`config.mk`:
```
export PLATFORM = sky130hd
export DESIGN_NAME = ptr_resolver
export DESIGN_NICKNAME = d
export VERILOG_FILES = /design/src/rtl/ptr_resolver_pkg.sv /design/src/rtl/ptr_resolver_ctrl.sv /design/src/rtl/ptr_resolver_dp.sv /design/src/rtl/ptr_resolver.sv
export SDC_FILE = /design/constraint.sdc
export NUM_CORES = 1
export LEC_CHECK = 0
export BUFFER_PORTS_ARGS = -buffer_cell sky130_fd_sc_hd__clkbuf_2
export CAP_MARGIN = 20
export CORE_MARGIN = 2
export CORE_UTILIZATION = 50
export DETAILED_ROUTE_END_ITERATION = 10
export HOLD_SLACK_MARGIN = 0.1
export PLACE_DENSITY = 0.67
export REMOVE_ABC_BUFFERS = 1
export SYNTH_ARGS = -nofsm -noshare
export SYNTH_HDL_FRONTEND = slang
export SYNTH_HIERARCHICAL = 1
export SYNTH_SLANG_ARGS = --single-unit
```
`constraint.sdc`:
```
create_clock -name clk -period 9.65 [get_ports clk]
set_clock_uncertainty 0.05 [all_clocks]
set_input_delay 0 -clock clk [delete_from_list [all_inputs] [get_ports clk]]
set_output_delay 0 -clock clk [all_outputs]
set_load 0.05 [all_outputs]
```
`src/rtl/ptr_resolver_pkg.sv`:
```
package ptr_resolver_pkg;
  typedef enum logic [2:0] {
    OP_IDLE = 3'd0,
    OP_LD32 = 3'd1,
    OP_LD16 = 3'd2,
    OP_CVT  = 3'd3,
    OP_SWAP = 3'd4
  } ptrOp_e;

  // control to datapath strobes
  typedef struct packed {
    logic ld32;
    logic ld16;
    logic cvtWr;
    logic swap;
  } ptrStrobes_t;
endpackage

```
`src/rtl/ptr_resolver_ctrl.sv`:
```
module ptr_resolver_ctrl
  import ptr_resolver_pkg::*;
(
  input  logic [2:0]  op,
  input  logic        addrLogical,
  output ptrStrobes_t stb,
  output logic        dummyRd
);
  always_comb begin
    stb = '0;
    case (op)
      OP_LD32: stb.ld32  = 1'b1;
      OP_LD16: stb.ld16  = 1'b1;
      OP_CVT:  stb.cvtWr = addrLogical;  // physical pointers stay as they are
      OP_SWAP: stb.swap  = 1'b1;
      default: stb = '0;
    endcase
  end

  assign dummyRd = stb.cvtWr;
endmodule

```
`src/rtl/ptr_resolver_dp.sv`:
```
module ptr_resolver_dp
  import ptr_resolver_pkg::*;
#(
  parameter int PTR_W   = 32,
  parameter int LOG_W   = 16,
  parameter int PHYS_W  = 24,
  parameter int NUM_PTR = 4,
  parameter int PAGE_W  = 4,
  localparam int SEL_W  = $clog2(NUM_PTR),
  localparam int OFF_W  = LOG_W - PAGE_W,
  localparam int BASE_W = PHYS_W - OFF_W,
  localparam int TAG_W  = PTR_W - LOG_W,
  localparam int PAGES  = 1 << PAGE_W
) (
  input  logic              clk,
  input  logic              rstN,
  input  ptrStrobes_t       stb,
  input  logic [SEL_W-1:0]  regSel,
  input  logic              isCode,
  input  logic [PTR_W-1:0]  wrData,
  input  logic              tblWe,
  input  logic              tblCode,
  input  logic [PAGE_W-1:0] tblIdx,
  input  logic [BASE_W-1:0] tblBase,
  output logic [PTR_W-1:0]  rdData,
  output logic [PHYS_W-1:0] addrOut,
  output logic              addrLogical
);
  localparam logic [PTR_W-1:0] RESET_VAL = {{TAG_W{1'b1}}, {LOG_W{1'b0}}};

  logic [PTR_W-1:0]  ptrBank [2][NUM_PTR];
  logic              bankSel;
  logic [PTR_W-1:0]  curPtr;
  logic [BASE_W-1:0] spaceBase [2];
  logic [PHYS_W-1:0] transAddr;

  assign curPtr      = ptrBank[bankSel][regSel];
  assign addrLogical = (curPtr[PTR_W-1:LOG_W] == {TAG_W{1'b1}});
  assign transAddr   = {spaceBase[isCode], curPtr[OFF_W-1:0]};
  assign addrOut     = addrLogical ? transAddr : curPtr[PHYS_W-1:0];
  assign rdData      = curPtr;

  // page tables: index 0 = data space, index 1 = code space
  for (genvar s = 0; s < 2; s++) begin : gSpace
    logic [BASE_W-1:0] pageBase [PAGES];

    always_ff @(posedge clk or negedge rstN) begin
      if (!rstN) begin
        for (int p = 0; p < PAGES; p++) pageBase[p] <= BASE_W'(p);
      end else if (tblWe && (tblCode == 1'(s))) begin
        pageBase[tblIdx] <= tblBase;
      end
    end

    assign spaceBase[s] = pageBase[curPtr[LOG_W-1:OFF_W]];
  end

  always_ff @(posedge clk or negedge rstN) begin
    if (!rstN) begin
      bankSel <= 1'b0;
      for (int b = 0; b < 2; b++)
        for (int i = 0; i < NUM_PTR; i++) ptrBank[b][i] <= RESET_VAL;
    end else begin
      if (stb.swap) bankSel <= ~bankSel;
      if (stb.ld32)
        ptrBank[bankSel][regSel] <= wrData;
      else if (stb.ld16)
        ptrBank[bankSel][regSel] <= {{TAG_W{1'b1}}, wrData[LOG_W-1:0]};
      else if (stb.cvtWr)
        ptrBank[bankSel][regSel] <= {{(PTR_W-PHYS_W){1'b0}}, transAddr};
    end
  end
endmodule

```
`src/rtl/ptr_resolver.sv`:
```
module ptr_resolver
  import ptr_resolver_pkg::*;
(
  input  logic        clk,
  input  logic        rstN,
  input  logic [2:0]  op,
  input  logic [1:0]  regSel,
  input  logic        isCode,
  input  logic [31:0] wrData,
  input  logic        tblWe,
  input  logic        tblCode,
  input  logic [3:0]  tblIdx,
  input  logic [11:0] tblBase,
  output logic [31:0] rdData,
  output logic [23:0] addrOut,
  output logic        addrLogical,
  output logic        dummyRd
);
  ptrStrobes_t stb;

  ptr_resolver_ctrl uCtrl (
    .op          (op),
    .addrLogical (addrLogical),
    .stb         (stb),
    .dummyRd     (dummyRd)
  );

  ptr_resolver_dp #(
    .PTR_W   (32),
    .LOG_W   (16),
    .PHYS_W  (24),
    .NUM_PTR (4),
    .PAGE_W  (4)
  ) uDp (
    .clk         (clk),
    .rstN        (rstN),
    .stb         (stb),
    .regSel      (regSel),
    .isCode      (isCode),
    .wrData      (wrData),
    .tblWe       (tblWe),
    .tblCode     (tblCode),
    .tblIdx      (tblIdx),
    .tblBase     (tblBase),
    .rdData      (rdData),
    .addrOut     (addrOut),
    .addrLogical (addrLogical)
  );
endmodule

```
==> results.md <==
* Status: completed
* PwrDens at 321 nW/µm²
* CTS Buf Count at 70
* # setup viols final at 0
* DRT Pass-1 Iters at 5
* Commonest non-fill, non-tap cell in the layout: mux2_2
* # fillers at a little over 5000
* Req. time, crit path at 9.60 ns
* Final cell count without fillers at 3554
* Final GP Congestion at 0.887
* Post-Synth Simple-Gate Area at 0.108
* Max layer used: met5
* Async set or reset register ratio after synthesis at 1.00
* Post-synthesis cell count at 2689
* Multi-input gate area at 13200 µm²
* Worst-Margin Slew at 1.04 ns
* Adder-cell share of the synthesized area at 0
* RSZ-0062 raised after global routing: false
* Core box area at 60500 µm²
* Total power at 11.0 mW
* Crit-path max FO at approximately 140
* Vias/cell at 6.36
* Max-Cap Viols at 0
* Die area at 63200 µm²
* Most frequent cells in the layout: mux2_2, dfrtp_1, nand2_1
* Slew margin rel. at 0.309
* M1 wire length at about 37000 µm
* Initial DRC Count at approximately 2200
* FP Rows at 90
* Final hold viol count at 0
* Layout cells sized above 1 at 0.370
* Number of flops mapped to enable cells by yosys at 0
* GRT overflow at 0
* First-pass GRT wire length at approximately 130000 µm
* Detail Placement HPWL at 52100 µm
* CP Capture Type: primary output
* Height of the die at ~250 µm
* PortBufs at 115
* CTS clock-pin slew for the worst setup and hold paths at around 0.06 ns
* Final min period at 5.46 ns
* Met2 wire length at 40600 µm
* GRT Overall Usage at 0.272
* Maximum buffer depth of the clock tree at 3
* Synth warnings at 6
* Worst Hold Class: in2reg
* Worst vdd ir at between 150 and 200 µV
* H-tree levels at 3
* CTS tree: done
* Via Count at 22600
* Post-Synth XOR/XNOR Area at 0.000286
* Post-synthesis cell type count at 73
* Sink Count at 641
* Synth Flop Type: dfrtp_1
* Die span in x at 251 µm
* Netlist Area Pre-Place at 30600 µm²
* Clk_lat worst skew at around 0.6 ns
* Root Driver: clkbuf_16
* Critical path class: reg2out
* P&R area growth vs syn at 11.8%
* Resize count post-CTS at 0
* Initial core utilization at 0.506
* I/O Pins at 116
* Post-placement cell count at 3386
* Crit path DAT at 5.41 ns
* Sequential area share after synthesis at 0.532
* Largest net degree at the start of global routing at 186
* Flops & latches, synth at about 640
* Final setup TNS at 0 ns
* Post-synthesis mux area share at 0.199
* Synthesized area per cell at 11.4 µm²
* Reported leakage power at 14.6 nW
* Post-synthesis compound-gate area fraction at 0.121
* Nets at between 2000 and 3000
* Met3 WL at slightly above 6000 µm
* Crit path launch type: flip-flop
* Routed Wire Length at 85900 µm
* Fin crit share at 0.566
* Post-route DRC at 0
* Vias in the first global route at 23100
* Antenna Nets Post-Route at 0
* Pins Over Slew Limit at 0
* DR WL/cell at between 20 and 25 µm
* Sequential cell area at 16300 µm²
* Antenna violations before repair at 1
* Combinational family with the most area after synthesis: multiplexers
* FMAX at 183 MHz
-- per-stage QoR --
step / utilization / area [µm²] / hold WS [ns] / setup WS (ns)
5_1_grt: 0.566 / 34200 / 0.149 / 4.01
4_1_cts: 0.565 / 34200 / 0.107 / 4.18
6_report: 0.566 / 34200 / 0.134 / 4.19
2_1_floorplan: - / 29400 / -0.346 / 1.42
3_5_place_dp: 0.523 / 31600 / 0.130 / 4.47
3_3_place_gp: 0.521 / 31500 / 0.124 / 4.61
-- state kept, by name, summed over array words and instances, names as in the netlist --
name                 count
uDp/ptrBank            256
uDp/gSpace.pageBase    384
uDp/bankSel              1
-- power by group --
group | internal, mW | switching, mW
logic | 1.41 | 2.95
registers | 3.66 | 0.445
clock network | 1.46 | 1.05
total | 6.53 | 4.45
-- worst max-delay path, stage by stage (launching register included) --
cell	delay (ns)
dfrtp_2	0.70
mux2i_1	0.43
a22oi_4	0.15
buf_12	0.29
nand2_2	0.15
buf_4	0.74
a211oi_1	0.23
o21bai_1	0.28
nand4_1	0.16
or4_1	0.72
mux2i_1	0.49
clkbuf_2	0.36
-- repair_timing --
action / CTS / global route
hold buffers: 43 / 0
buffers inserted: 0 / 0
endpoints found under the hold margin: 405 / 0
-- logic make-up after synthesis --
family                    after synthesis
muxes                                 529
and+or+nand+nor                       676
xor gates and xnor gates                1
AOI/OAI and AO/OA                     569
buffers and inverters                 273
DFF                                   641
-- final timing paths --
check                           startpoint                     endpoint  slack, ns  cells past startpoint
setup / recovery               uDp/bankSel                  addrOut[12]       4.19                     11
hold / removal                  tblBase[2]  uDp/gSpace[1].pageBase[146]       0.13                      2
setup reg to reg               uDp/bankSel             uDp/ptrBank[204]       4.40                     14
hold reg to reg            uDp/ptrBank[84]              uDp/ptrBank[84]       0.42                      2
max in group asynchronous             rstN   uDp/gSpace[1].pageBase[46]       6.78                      5
min in group asynchronous             rstN             uDp/ptrBank[111]       0.61                      3
-- metal layers --
layer | track usage | up-vias
met1 | 0.378 | 11700
met3 | 0.0503 | 150
li1 | - | 9840
met2 | 0.439 | 927
met5 | 0 | -
met4 | 0.0752 | 2
-- synthesized netlist by cell type (4+ instances only) --
cell type  count  area, µm²
nor2_1        47        176
o211ai_1       4       30.0
a32oi_1        7       61.3
o221a_2        7       78.8
a31oi_1       16        100
dfstp_2      192       5040
dfrtp_1      449      11200
nand2_1      260        976
nand2b_1      12       75.1
a211oi_1      47        353
nand4_1       17        106
nor4_2         8        100
buf_2         32        160
nor3_1         8       40.0
inv_1          9       33.8
a22oi_1       72        541
buf_6         10        113
clkbuf_1     169        634
a22o_1         4       35.0
nand3_1      222       1110
mux2i_1       27        270
a21oi_1       88        440
nor3b_1        5       37.5
buf_1         23       86.3
a41o_1         7       70.1
o31ai_1       64        480
mux4_2        11        248
and3_1        51        319
mux2_2       488       5500
or4_1          4       30.0
a21oi_2       16        140
nor2b_1       17        106
o21bai_1      16        120
o22ai_1       37        231
o21ai_0      162        811
buf_4         25        188
-- final cells by class --
class	instances	area share
multi-input cells	1775	0.384
clock inverters	12	0.00186
well taps	782	0.0286
repair buffers	220	0.0481
flip-flops and latches	641	0.476
diodes	1	0.0000731
clock buffers	110	0.0600
inverters	13	0.00150
Power figures use the tool's default switching activity.
